[config.mk]
export PLATFORM = sky130hd
export DESIGN_NAME = wgen_pwm_unit
export DESIGN_NICKNAME = d
export VERILOG_FILES = /design/src/rtl/wgen_pkg.sv /design/src/rtl/wgen_counter.sv /design/src/rtl/wgen_channel.sv /design/src/rtl/wgen_pwm_unit.sv
export SDC_FILE = /design/constraint.sdc
export NUM_CORES = 1
export LEC_CHECK = 0
export ABC_AREA = 0
export BUFFER_PORTS_ARGS = -buffer_cell sky130_fd_sc_hd__buf_2
export CAP_MARGIN = 40
export CORE_MARGIN = 3
export CORE_UTILIZATION = 30
export DETAILED_ROUTE_END_ITERATION = 10
export GPL_ROUTABILITY_DRIVEN = 0
export GPL_TIMING_DRIVEN = 0
export PLACE_DENSITY = 0.6
export SYNTH_ARGS = -nofsm -noshare
export SYNTH_HDL_FRONTEND = slang
export SYNTH_HIERARCHICAL = 1
export SYNTH_SLANG_ARGS = --single-unit
[constraint.sdc]
create_clock -name clk -period 3 [get_ports clk]
set_input_delay 0.9 -clock clk [delete_from_list [all_inputs] [get_ports clk]]
set_output_delay 0.9 -clock clk [all_outputs]
set_load 0.01 [all_outputs]
[src/rtl/wgen_pkg.sv]
package wgen_pkg;
  typedef enum logic [1:0] {
    WK_IDLE   = 2'd0,
    WK_SINGLE = 2'd1,
    WK_DUAL   = 2'd2
  } wave_kind_e;

  function automatic wave_kind_e wave_kind(input logic [3:0] sel);
    case (sel)
      4'd5, 4'd6, 4'd7, 4'd14, 4'd15:               return WK_SINGLE;
      4'd1, 4'd2, 4'd3, 4'd8, 4'd9, 4'd10, 4'd11:   return WK_DUAL;
      default:                                      return WK_IDLE;
    endcase
  endfunction

  // selections in which channel A may toggle on a match
  function automatic logic toggle_allowed(input logic [3:0] sel);
    return (sel == 4'd15) || (sel == 4'd9) || (sel == 4'd11);
  endfunction
endpackage

[src/rtl/wgen_counter.sv]
module wgen_counter
  import wgen_pkg::*;
#(
  parameter int CW = 16
) (
  input  logic          clk,
  input  logic          rst_n,
  input  wave_kind_e    kind,
  input  logic [CW-1:0] top_val,
  output logic [CW-1:0] cnt,
  output logic          going_up,
  output logic          at_top,
  output logic          at_bottom
);
  logic up_q;

  function automatic logic [CW-1:0] step(input logic [CW-1:0] c, input logic [CW-1:0] t,
                                         input wave_kind_e k, input logic up);
    if (t == '0)            return '0;
    else if (k != WK_DUAL)  return (c == t) ? '0 : c + 1'b1;
    else                    return up ? c + 1'b1 : c - 1'b1;
  endfunction

  assign at_top    = (cnt == top_val);
  assign at_bottom = (cnt == '0);

  always_comb begin
    if (kind != WK_DUAL) going_up = 1'b1;
    else if (at_bottom)  going_up = 1'b1;
    else if (at_top)     going_up = 1'b0;
    else                 going_up = up_q;
  end

  always_ff @(posedge clk) begin
    if (!rst_n) begin
      cnt  <= '0;
      up_q <= 1'b1;
    end else begin
      cnt  <= step(cnt, top_val, kind, going_up);
      up_q <= going_up;
    end
  end

  p_single_wrap_r2: assert property (@(posedge clk) disable iff (!rst_n)
    (kind != WK_DUAL && at_top) |=> (cnt == '0));
  p_dual_turn_r2: assert property (@(posedge clk) disable iff (!rst_n)
    (kind == WK_DUAL && at_top && top_val != '0) |=> (cnt == $past(cnt) - 1'b1));
  p_dual_floor_r2: assert property (@(posedge clk) disable iff (!rst_n)
    (kind == WK_DUAL && at_bottom && top_val != '0) |=> (cnt == CW'(1)));
endmodule

[src/rtl/wgen_channel.sv]
module wgen_channel
  import wgen_pkg::*;
#(
  parameter int CW   = 16,
  parameter bit IS_A = 1'b0
) (
  input  logic          clk,
  input  logic          rst_n,
  input  wave_kind_e    kind,
  input  logic          tog_ok,
  input  logic [1:0]    mode,
  input  logic [CW-1:0] cmp_in,
  input  logic          port_bit,
  input  logic [CW-1:0] cnt,
  input  logic [CW-1:0] top_val,
  input  logic          going_up,
  input  logic          at_top,
  input  logic          at_bottom,
  output logic          pin_out,
  output logic          pin_oe
);
  logic [CW-1:0] ocr_q;
  logic          pin_q, pin_d;
  logic          ev_match, ev_tog, connected;

  assign ev_match  = (cnt == ocr_q);
  assign ev_tog    = IS_A && (mode == 2'b01) && tog_ok && (kind != WK_IDLE) && ev_match;
  assign connected = (kind != WK_IDLE) && (mode[1] || (IS_A && mode == 2'b01 && tog_ok));

  always_comb begin
    pin_d = pin_q;
    if (kind == WK_SINGLE && mode[1]) begin
      if (ev_match && ocr_q != top_val) pin_d = mode[0];
      else if (at_bottom)               pin_d = ~mode[0];
    end else if (kind == WK_DUAL && mode[1]) begin
      if (ev_match) pin_d = going_up ? mode[0] : ~mode[0];
    end
    if (ev_tog) pin_d = ~pin_q;
  end

  always_ff @(posedge clk) begin
    if (!rst_n) begin
      ocr_q <= '0;
      pin_q <= 1'b0;
    end else begin
      if (at_top) ocr_q <= cmp_in;
      pin_q <= pin_d;
    end
  end

  assign pin_out = connected ? pin_q : port_bit;
  assign pin_oe  = connected;

  p_bottom_set_r3: assert property (@(posedge clk) disable iff (!rst_n)
    (kind == WK_SINGLE && mode == 2'b10 && at_bottom && !ev_match) |=> pin_q);
  p_bottom_clr_r4: assert property (@(posedge clk) disable iff (!rst_n)
    (kind == WK_SINGLE && mode == 2'b11 && at_bottom && !ev_match) |=> !pin_q);
  p_ignore_top_r5: assert property (@(posedge clk) disable iff (!rst_n)
    (kind == WK_SINGLE && mode[1] && ev_match && ocr_q == top_val && !at_bottom)
      |=> (pin_q == $past(pin_q)));
  p_dual_up_clr_r6: assert property (@(posedge clk) disable iff (!rst_n)
    (kind == WK_DUAL && mode == 2'b10 && ev_match && going_up) |=> !pin_q);
  p_dual_up_set_r7: assert property (@(posedge clk) disable iff (!rst_n)
    (kind == WK_DUAL && mode == 2'b11 && ev_match && going_up) |=> pin_q);

  generate
    if (IS_A) begin : g_tog_chk
      p_toggle_r8: assert property (@(posedge clk) disable iff (!rst_n)
        ev_tog |=> (pin_q != $past(pin_q)));
    end
  endgenerate
endmodule

[src/rtl/wgen_pwm_unit.sv]
module wgen_pwm_unit
  import wgen_pkg::*;
#(
  parameter int CW  = 16,
  parameter int NCH = 3
) (
  input  logic              clk,
  input  logic              rst_n,
  input  logic [3:0]        wgm,
  input  logic [CW-1:0]     top_val,
  input  logic [2*NCH-1:0]  cmp_mode,
  input  logic [NCH*CW-1:0] cmp_val,
  input  logic [NCH-1:0]    port_val,
  output logic [NCH-1:0]    pin_out,
  output logic [NCH-1:0]    pin_oe
);
  wave_kind_e    kind;
  logic          tog_ok;
  logic [CW-1:0] cnt;
  logic          going_up, at_top, at_bottom;

  assign kind   = wave_kind(wgm);
  assign tog_ok = toggle_allowed(wgm);

  wgen_counter #(.CW(CW)) i_counter (
    .clk(clk), .rst_n(rst_n), .kind(kind), .top_val(top_val),
    .cnt(cnt), .going_up(going_up), .at_top(at_top), .at_bottom(at_bottom)
  );

  generate
    for (genvar i = 0; i < NCH; i++) begin : g_ch
      wgen_channel #(.CW(CW), .IS_A(i == 0)) i_channel (
        .clk(clk), .rst_n(rst_n), .kind(kind), .tog_ok(tog_ok),
        .mode(cmp_mode[2*i +: 2]), .cmp_in(cmp_val[CW*i +: CW]),
        .port_bit(port_val[i]), .cnt(cnt), .top_val(top_val),
        .going_up(going_up), .at_top(at_top), .at_bottom(at_bottom),
        .pin_out(pin_out[i]), .pin_oe(pin_oe[i])
      );
    end
  endgenerate
endmodule

## Yosys cells after proc, flatten, opt, wreduce, memory -nomap -nowiden

Memory sizes are Yosys's and may differ from the RTL's.
Cells that the tools add are included.

- Add/subtract/negate cells: 2
- Equal/unequal tests: 17
- Multiplexer cells: 28
- Bitwise gates (word level): 5
- Reduce and logical (&&, ||, !) cells: 31

Operator list:

| cell | number |
|---|---|
| equality test 16 bit | 4 |
| 2-to-1 mux 16 bit | 3 |
| inequality test 16 bit | 3 |
| zero test 16 bit | 2 |
| 2-to-1 mux 1 bit | 25 |
| adder 16 x 1 -> 16 bit, second input constant | 1 |
| subtractor 16 x 1 -> 16 bit, second input constant | 1 |
| logical AND 1 bit | 15 |
| equality test 4 bit, second input constant | 3 |
| nonzero test 2 bit | 5 |
| AND reduction 3 bit | 3 |
| inequality test 3 bit, second input constant | 2 |
| nonzero test 3 bit | 2 |
| inverter 1 bit | 5 |
| equality test 2 x 1 -> 1 bit, second input constant | 2 |
| inequality test 4 x 3 -> 1 bit, second input constant | 1 |
| logical OR 1 bit | 3 |
| equality test 2 bit, second input constant | 1 |
| inequality test 2 bit, second input constant | 1 |
| OR reduction 2 bit | 1 |

- Register bits after elaboration: 68
- Bits in read-only memories: 32
- Input port bits: 79
- Output and inout port bits: 6
- Word-level logic and storage cells: 92
- Memories: 1

Memory list:

| memory | words | bits a word | rd ports | clocked after Yosys merged registers in | wr ports | RTL line | RTL |
|---|---|---|---|---|---|---|---|
| (no name shown) | 16 | 2 | 1 | 0 | 0 | wgen_pkg.sv:9 | `case (sel)` |

## Depth between registers and ports, before layout

Gate-level depths: netlist of run 1.

- Word-level depth: 9
- Gate-level depth with buffers: 12
- Gate-level depth less buffers: 11

## Modules after synthesis

Netlist of run 1, hierarchy kept.

Modules (own cells, without submodules):

| module | instances | cells each | area an instance (um^2) | seq. area each (um^2) |
|---|---|---|---|---|
| wgen_channel at g_ch[1].i_channel ... | 2 | 109 | 1053.5 | 340.3 |
| wgen_counter | 1 | 197 | 1487.7 | 340.3 |
| wgen_channel at g_ch[0].i_channel | 1 | 113 | 1119.8 | 340.3 |
| wgen_pwm_unit | 1 | 7 | 35.0 | 0.0 |

## Least setup slack after synthesis of run 1

No wires, ideal clock.

- Path type: input to output
- From: input wgm[3]
- To: output pin_out[0]
- Arrival time: 2.294 ns
- Data required time: 2.100 ns
- Path slack: -0.194 ns
- Stages on the path: 5
- Buffers on the path: 0
- Cells stage by stage: nand2b_1 a21boi_1 nor2_1 nor2_1 mux2_2

- Elaborated cells between the ends (all ways): 11

RTL lines:

| item | RTL line | RTL |
|---|---|---|
| start, declared | wgen_pwm_unit.sv:9 | `input logic [3:0] wgm,` |
| memory (16 x 2 bit) | -- |  |
| via kind[0] | wgen_pwm_unit.sv:17 | `wave_kind_e kind;` |
| nonzero test 2 bit | wgen_channel.sv:28 | `assign connected = (kind != WK_IDLE) && (mode[1] \|\| (IS_A && mode == 2'b01 && tog_ok));` |
| logical AND 1 bit | wgen_channel.sv:28 |  |
| via pin_oe[0] | wgen_pwm_unit.sv:15 | `output logic [NCH-1:0] pin_oe` |
| 2-to-1 mux 1 bit | wgen_channel.sv:51 | `assign pin_out = connected ? pin_q : port_bit;` |
| end, declared | wgen_pwm_unit.sv:14 | `output logic [NCH-1:0] pin_out,` |

The timed path passes the listed nets, and every way through them passes these cells.

## Worst setup path in the final report of run 1

- From: input wgm[3]
- To: output pin_out[0]

- Elaborated cells between the ends (all ways): 11

RTL lines:

| item | RTL line |
|---|---|
| memory (16 x 2 bit) | -- |
| via kind[0] | wgen_pwm_unit.sv:17 |
| nonzero test 2 bit | wgen_channel.sv:28 |
| logical AND 1 bit | wgen_channel.sv:28 |
| 2-to-1 mux 1 bit | wgen_channel.sv:51 |

The timed path passes the listed nets, and every way through them passes these cells.

==> metrics, run 1 <==
status finished, final reports clean; GRT Util Overall roughly 16%; min setup slack post-route 0.0494 ns; top post-synthesis cells by area dfxtp_1 (29%), xnor2_1 (12%), mux2i_1 (11%); placed instance count 831; Slew headroom a little under half; 1st-iter DRT viols 254; Vias per Instance between 5 and 6; max_cap viols 0; EDFF count, synth 0; Port Buf Inserts 84; Final TNS setup 0 ns; Power Dens Cells 397 mW/mm2; Initial Utilization 30.9%; ys flop type dfxtp_1; Detailed Place HPWL 11000 um; chip height 132 um; share of async-settable or async-resettable flops after synthesis 0%; number of global-route vias before repair 4078; period utilisation layout 98.4%; initial antenna violation count 0; Critical Path End Type primary output; Yosys warning count 6; layout net count 719; area of the die 0.0174 mm2; Hold Vio Cnt, Final 0; Netlist cell types 54; FP Rows 45; fraction of layout cells with a size suffix above 1 25.3%; Synth Cell Area 0.00475 mm2; Slew Limit Fails 0; io pins 85; skew final 0.0103 ns; first-pass GRT wire length 22300 um; TritonCTS buffer count 9; hold-fix buffers at CTS 0; Avg WL per Cell 16.8 um; Final Setup Violations 0; worst-margin pin slew 0.786 ns; largest net degree at the start of global routing 15; P&R area growth vs syn 23.6%; Routed Antenna Nets 0; CTS Sinks 68; Seq cells post-synth 68; DRC Markers 0; Core Util, Final 38.2%; Hold/Removal Path Class flop to flop; wirelength, routed 14300 um; worst skew pair latency 0.34 ns; CP max FO 4; post-synth top area share between 20% and 30%; number of diodes 0; Core ar. 0.0154 mm2; Data arrival, critical path 2.05 ns; Die Span X 132 um; Synth Instances 535; startpoint types input pin; Root Buffer clkbuf_16; Post-Syn Nets between 600 and 700; area leader, netlist dfxtp_1; vias roughly 4300; # H-tree levels 3; max frequency between 300 and 400 MHz; Max Root-Sink Buffers 2; Mean Syn Cell Area 8.88 um2; post-route minimum period just under 3 ns; Leak between 0.002 and 0.0025 uW; dpl ws -0.670 ns; VDD IR-drop max 0.000274 V; CTS tree built; Remaining Overflow, GRT 0; critical path class input pin to primary output; first drt pass iteration count 5; Worst-path clk slew 0.06 ns; Final Non-Filler Cells 854; Seq/Total Area, Yosys 28.7%; Worst Path Required roughly 2.1 ns
[cells in the final DEF (no fill, tap or decap), types with 3 or more instances in the layout]
cell type   n
nor3_1     13
nor2_1     43
dfxtp_1    67
and3_1      8
a31oi_1     3
xnor2_1    66
inv_1       4
nand3b_1    3
nand4_1    23
clkinv_2    3
or3_1       9
clkbuf_2    5
buf_2      89
nand2_1    16
o211ai_1    3
a21oi_1    11
nor2b_1    19
clkbuf_16   9
o21ai_1     4
o21ai_0    10
clkbuf_1   10
buf_4      10
nor3b_1     6
or4_1       3
nor4_2     15
mux2i_1    50
xor2_1     55
a211oi_2    3
nand3_1    13
nand2b_1    5
o21a_1      5
o31ai_2     3
nor4_1     11
[what timing repair did]
item / 4_1_cts / 5_1_grt
pin swaps: 1 / 6
endpoints found under the hold margin: 0 / 0
setup endpoints to repair: 31 / 42
buffers inserted: 1 / 8
gates resized for setup: 8 / 15
[synth_stat cells (2+ instances only)]
cell	count
or3_1	10
buf_6	2
nand2b_1	6
xor2_1	55
a311oi_1	2
nor3_1	14
or4_1	3
or2b_1	2
nor2_1	45
clkbuf_1	15
ha_1	2
o21a_1	5
o21ai_0	10
nand2_1	16
o211ai_1	3
nor4_2	15
xnor2_1	66
nor3b_1	6
buf_2	7
nor2b_1	19
and3_1	8
dfxtp_1	68
mux2_1	2
inv_1	4
o21ai_1	4
mux2_2	2
a21oi_1	11
or2_2	2
nand3_1	13
nand4_1	23
a21o_1	2
nand3b_1	3
a211oi_2	3
o31ai_2	3
mux2i_1	50
clkinv_1	3
nor4_1	12
a31oi_1	3
[metal layers]
layer	vias up	GRT usage, %	wire length, um
met5	-	0	0
met4	0	5.37	225
met3	22	4.31	996
met2	158	23.0	5900
met1	1989	23.4	7190
li1	2114	-	-
[power by group]
| group | leakage, uW | internal (uW) | total [uW] | switching (uW) |
|---|---|---|---|---|
| Combinational | 0.00169 | 158 | 354 | 196 |
| Clock | 0.000139 | 640 | 1050 | 414 |
| Sequential | 0.000549 | 911 | 925 | 14.3 |
[area by class of cell]
| class | count | area (um2) |
|---|---|---|
| buffer | 22 | 118 |
| clock buffer | 11 | 233 |
| clock inverter | 5 | 52.6 |
| fill | 1567 | 9500 |
| inverter | 7 | 28.8 |
| multi-input combinational | 436 | 3320 |
| sequential | 68 | 1360 |
| tap | 211 | 264 |
| timing repair buffer | 94 | 495 |
[worst max-delay path, cell delays in order]
cell      delay (ns)
buf_2           0.12
nand2b_4        0.14
a21boi_4        0.19
nor2_2          0.07
nor2_1          0.14
mux2_2          0.35
buf_2           0.14
[worst paths after layout]
path                                from                      endpoint  slack [ns]  cells past startpoint
max                               wgm[3]                    pin_out[0]        0.05                      7
min reg2reg  i_counter/cnt[0]$_SDFF_PP0_   i_counter/cnt[0]$_SDFF_PP0_        0.55                      1
min          i_counter/cnt[0]$_SDFF_PP0_   i_counter/cnt[0]$_SDFF_PP0_        0.55                      1
max reg2reg  i_counter/cnt[5]$_SDFF_PP0_  i_counter/cnt[13]$_SDFF_PP0_        0.18                      9
[cells by family after synthesis]
family	share of synthesized area (%)
buf+inv	2.95
compound gates	9.14
fa+ha+maj	0.527
mux	11.5
simple gates	24.9
flops	28.7
xor+xnor	22.3
[sequential cells by signal, indices dropped and copies added, names as in the netlist]
name                  cells
i_counter/cnt            16
g_ch.i_channel/pin_q      3
g_ch.i_channel/ocr_q     48
i_counter/up_q            1
[metrics by stage]
stage / area (um2) / hold slack (ns) / total power, uW
finish: 5870 / 0.548 / 2330
floorplan: 4760 / 0.519 / 1140
global route: 5870 / 0.578 / 2430
CTS: 5780 / 0.559 / 2340
detailed placement: 5450 / 0.548 / 1280
global placement: 5440 / 0.544 / 1280
Note: power is estimated with default switching activity, not from simulation.
==> inputs of run 2 (changes only) <==
- CORE_UTILIZATION: 30 -> 50
- PLACE_DENSITY: 0.6 -> 0.86
==> metrics, run 2 (same netlist as run 1, synthesis figures left out) <==
status finished, final reports clean; FP Rows 34; most flop-heavy register g_ch.i_channel/ocr_q; Die Span X 103 um; Hold Vio Cnt, Final 0; Largest register FFs 48; CTS Sinks 68; P&R area growth vs syn 20.1%; wirelength, routed approximately 14000 um; chip height 103 um; Reg power frac 43.9%; # H-tree levels 3; Vias per Instance just over 6; Worst Path Required 2.10 ns; Routed Antenna Nets 0; Hold/Removal Path Class flop to flop; max frequency 339 MHz; Root Buffer clkbuf_8; area of the multi-input gates 0.00332 mm2; Logic pwr share between 10% and 20%; Initial Utilization 52.9%; Fill cells a little over 700; Clock power frac 39.0%; area of the die 0.0107 mm2; largest net degree at the start of global routing 15; startpoint types input pin; vias 4701; Reg area 0.00136 mm2; Slew Limit Fails 0; Data arrival, critical path 2.05 ns; first-pass GRT wire length 23000 um; Top delay family on crit path simple AND/OR/NAND/NOR gates; critical path class input pin to primary output; worst skew pair latency 0.36 ns; Avg WL per Cell 18.8 um; first drt pass iteration count 6; number of diodes 0; DRC Markers 0; post-route minimum period about 3 ns; VDD IR-drop max 0.000243 V; Switching Fraction approximately 27%; Remaining Overflow, GRT 0; placed inst area ~0.0053 mm2; Buf/Inv on CP 2; internal power 1530 uW; Slew headroom 44.8%; Port Buf Inserts 84; period utilisation layout 98.4%; 1st-iter DRT viols roughly 480; Final Non-Filler Cells 769; TritonCTS buffer count 9; Detailed Place HPWL around 11000 um; most frequent cells in the layout buf_2 (90), xnor2_1 (66), dfxtp_1 (66); CP max FO 6; fraction of layout cells with a size suffix above 1 around a quarter; dpl ws -0.737 ns; cells along the critical path buf_6 -> nand2b_4 -> a21boi_4 -> nor2_2 -> nor2_2 -> mux2_4 -> buf_6; Slowest cell on crit path mux2_4; GRT Util Overall 27.9%; Final TNS setup 0 ns; Critical Path End Type primary output; max_cap viols 0; largest registers g_ch.i_channel/ocr_q (48), i_counter/cnt (16), g_ch.i_channel/pin_q (3); Final Setup Violations 0; layout net count 720; worst-margin pin slew 0.828 ns; io pins 85; Leak 0.00234 uW; CTS tree built; most common cell after layout, fill and taps aside buf_2; CP max stage delay 0.32 ns; Worst-path clk slew approximately 0.070 ns; initial antenna violation count 0; Core ar. 0.00898 mm2; min setup slack post-route between 0.04 and 0.05 ns; skew final 0.0110 ns; switching pwr 576 uW; Max Root-Sink Buffers 2; Power Dens Cells between 300 and 400 mW/mm2; number of global-route vias before repair 4734; placed instance count roughly 750; design area 0.00570 mm2
run 2: cell types whose count changed in the layout (fill, tap and decap cells not counted), sizes merged:
cell / before / now
bufinv: 1 / 2
buf: 101 / 104
clkbuf: 26 / 23
clkinv: 5 / 4
run 2: timing repair:
action	in CTS	in global routing
cloned	0	0
buffers inserted	7	3
pin swaps	4	5
resized for setup	12	17
endpoints found under the setup margin	41	31
hold buffers	0	0
run 2: path summary, 6_finish.rpt:
path,cells after the start,from,end,slack (ns)
max reg2reg,9,i_counter/cnt[12]$_SDFF_PP0_,i_counter/cnt[3]$_SDFF_PP0_,0.10
max,7,wgm[3],pin_out[0],0.05
min,1,i_counter/cnt[0]$_SDFF_PP0_,i_counter/cnt[0]$_SDFF_PP0_,0.54
min reg2reg,1,i_counter/cnt[0]$_SDFF_PP0_,i_counter/cnt[0]$_SDFF_PP0_,0.54
run 2: layout make-up:
cell class / instances / area share, %
multi-input combinational: 436 / 58.2
sequential: 68 / 23.9
timing repair buffer: 95 / 8.99
tap: 126 / 2.76
clock buffer: 10 / 2.24
buffer: 22 / 2.00
clock inverter: 5 / 1.36
inverter: 7 / 0.504
run 2: power by group through the flow:
stage          clock network (uW)  logic (uW)  registers, uW
3_5_place_dp                    0         327            945
4_1_cts                       829         342            924
5_1_grt                       884         387            927
2_1_floorplan                   0         198            940
3_3_place_gp                    0         314            944
6_report                      822         360            925
run 2: stage by stage:
step	hold WS, ns	total power, uW	util, %
floorplan	0.519	1140	-
global placement	0.539	1260	59.5
detailed placement	0.547	1270	59.5
CTS	0.559	2090	62.9
global route	0.561	2200	63.5
finish	0.540	2110	63.5
run 2: worst register-to-register path, stage by stage, from the launching register on:
cell,delay (ns)
dfxtp_1,0.39
buf_2,0.23
or4_1,0.62
or4_1,0.44
buf_2,0.19
o21ai_4,0.20
buf_4,0.20
nor4_1,0.08
o21ai_0,0.17
nor3b_1,0.28
run 2: routing by layer:
metal | vias up | track usage, % | routed length, um
li1 | 2113 | - | -
met1 | 2151 | 34.4 | 5670
met2 | 357 | 45.0 | 6480
met3 | 80 | 7.31 | 1620
met4 | 0 | 13.9 | 663
met5 | - | 0 | 0
==> inputs of run 3 (changes only) <==
- CORE_MARGIN: 3 -> 8
- SYNTH_HIERARCHICAL: 1 -> default
==> metrics, run 3 <==
area of the die 0.0123 mm2; Power Dens Cells 413 mW/mm2; CTS Sinks 68; hold path startpoint g_ch[1].i_channel.pin_q$_SDFFE_PN0P_; VDD IR-drop max ~0.00041 V; wirelength, routed 14500 um; Final Setup Violations 0; largest net degree at the start of global routing 13; # H-tree levels 3; leading post-synthesis cells by instance count xor2_1 (88), nor2_1 (70), dfxtp_1 (68); placed inst area 0.00499 mm2; worst-margin pin slew about 0.8 ns; Core ar. between 0.008 and 0.009 mm2; post-synth top area share 30.1%; skew final 0.00898 ns; Netlist cell types 56; Avg WL per Cell approximately 20 um; Remaining Overflow, GRT 0; Slew Limit Fails 0; TritonCTS buffer count 9; Hold EP g_ch[1].i_channel.pin_q$_SDFFE_PN0P_; FP Rows 34; vias 4413; Hold/Removal Path Class flop to flop; period utilisation layout 99.2%; reg-to-reg endpoint i_counter.cnt[6]$_SDFF_PP0_; most flop-heavy register g_ch.i_channel.ocr_q; Cells on Worst Hold Path 2; DRC Markers 0; area leader, netlist dfxtp_1; r2r setup slk 0.12 ns; io pins 85; Core Util, Final 61.4%; EDFF count, synth 0; Initial Utilization between 50% and 60%; number of diodes 0; first drt pass iteration count 7; max frequency 336 MHz; max_cap viols 0; Leak 0.00280 uW; Synth Cell Area approximately 0.0045 mm2; chip height 111 um; top post-synthesis cells by area dfxtp_1 (30%), xor2_1 (17%), mux2i_1 (11%); Root Buffer clkbuf_8; Slew headroom between 40% and 50%; first-pass GRT wire length 22500 um; initial antenna violation count 0; ys flop type dfxtp_1; Yosys warning count 0; R2R depth 11; Die Span X 111 um; share of async-settable or async-resettable flops after synthesis 0%; startpoint types input pin; most common cell after layout, fill and taps aside xor2_1; Tot Pwr 2220 uW; number of global-route vias before repair 4560; P&R area growth vs syn 18.9%; post-route minimum period 2.97 ns; Worst-path clk slew about 0.080 ns; cell with the most instances after synthesis xor2_1; CP max FO 5; Routed Antenna Nets 0; layout net count between 600 and 700; critical path class input pin to primary output; most frequent cells in the layout xor2_1 (88), buf_2 (87), nor2_1 (69); Seq cells post-synth 68; Post-Syn Nets between 600 and 700; Max Root-Sink Buffers 2; 1st-iter DRT viols 418; largest registers g_ch.i_channel.ocr_q (48), i_counter.cnt (16), g_ch.i_channel.pin_q (3); Detailed Place HPWL 10400 um; Synth Instances 524; CTS tree built; Seq/Total Area, Yosys 30.1%; reg-to-reg startpoint i_counter.cnt[1]$_SDFF_PP0_; Vias per Instance 6.15; Data arrival, critical path 2.07 ns; GRT Util Overall 21.9%; Critical Path Source wgm[1]; Worst Path Required 2.10 ns; status finished, final reports clean; design area between 0.005 and 0.006 mm2; worst skew pair latency 0.35 ns; Port Buf Inserts between 60 and 70; fraction of layout cells with a size suffix above 1 23.8%; Mean Syn Cell Area around 8.6 um2; Largest register FFs 48; Critical Path End Type primary output; Hold Vio Cnt, Final 0
==> run 3: cell types whose count changed after synthesis, sizes merged, moves of 9 or more <==
cell / delta
xor2: +33
buf: +27
nor2b: -17
nand4: -9
o21ai: -10
nor2: +24
xnor2: -28
==> run 3: timing repair <==
action                                  4_1_cts  5_1_grt
buffers inserted                              3        1
hold buffers                                  0        0
hold endpoints to repair                      0        0
endpoints found under the setup margin        3        9
pin swaps                                     3        4
gates resized for setup                       9       24
==> run 3: per-layer routing <==
metal  track usage [%]  vias to the layer above  routed length [um]
met3              4.87                      104                1440
met2              36.9                      337                6940
li1                  -                     1948                   -
met4              15.0                        0                 999
met5                 0                        -                   0
met1              24.0                     2024                5150
==> run 3: per-stage QoR <==
step | hold slack [ns] | cells | setup TNS (ns) | worst slack (ns)
floorplan | 0.443 | 524 | 0 | 0.197
global placement | 0.456 | 699 | -1.21 | -0.148
detailed placement | 0.459 | 699 | -2.25 | -0.220
CTS | 0.469 | 718 | -0.0571 | -0.0215
global route | 0.495 | 717 | -0.0129 | -0.0121
finish | 0.473 | 717 | 0 | 0.0254
==> run 3: kinds of logic after synthesis <==
| group | after synthesis | synth area share (%) |
|---|---|---|
| buffers and inverters | 63 | 6.92 |
| AOI/OAI and AO/OA | 44 | 7.52 |
| DFF | 68 | 30.1 |
| xor gates and xnor gates | 126 | 24.4 |
| and+or+nand+nor | 169 | 18.9 |
| muxes | 52 | 11.6 |
| adders and majority gates | 2 | 0.553 |
==> run 3: area by class of cell <==
cell class	count	area (um2)
fill	679	3390
multi-input combinational	393	2920
sequential	68	1360
timing repair buffer	70	393
buffer	53	274
clock buffer	11	151
tap	108	135
clock inverter	5	106
inverter	9	33.8
==> run 3: worst max-delay path: stages <==
cell     delay [ns]
buf_8          0.10
nor3_4         0.05
or2_4          0.29
a21oi_4        0.18
mux2_4         0.31
buf_4          0.12
buf_2          0.13
==> run 3: power breakdown <==
part           total [uW]  leakage [uW]  internal, uW  switching (uW)
combinational         321       0.00213           137             184
clock                 990      0.000126           601             389
sequential            912      0.000548           908            3.72
==> run 3: worst max-delay path by stage <==
| stage | endpoint | cells past startpoint | slack (ns) |
|---|---|---|---|
| floorplan | pin_out[1] | 5 | 0.20 |
| global placement | i_counter.cnt[6]$_SDFF_PP0_ | 10 | -0.15 |
| detailed placement | i_counter.cnt[6]$_SDFF_PP0_ | 10 | -0.22 |
| CTS | pin_out[2] | 7 | -0.02 |
| global route | pin_out[2] | 7 | -0.01 |
| finish | pin_out[1] | 7 | 0.03 |
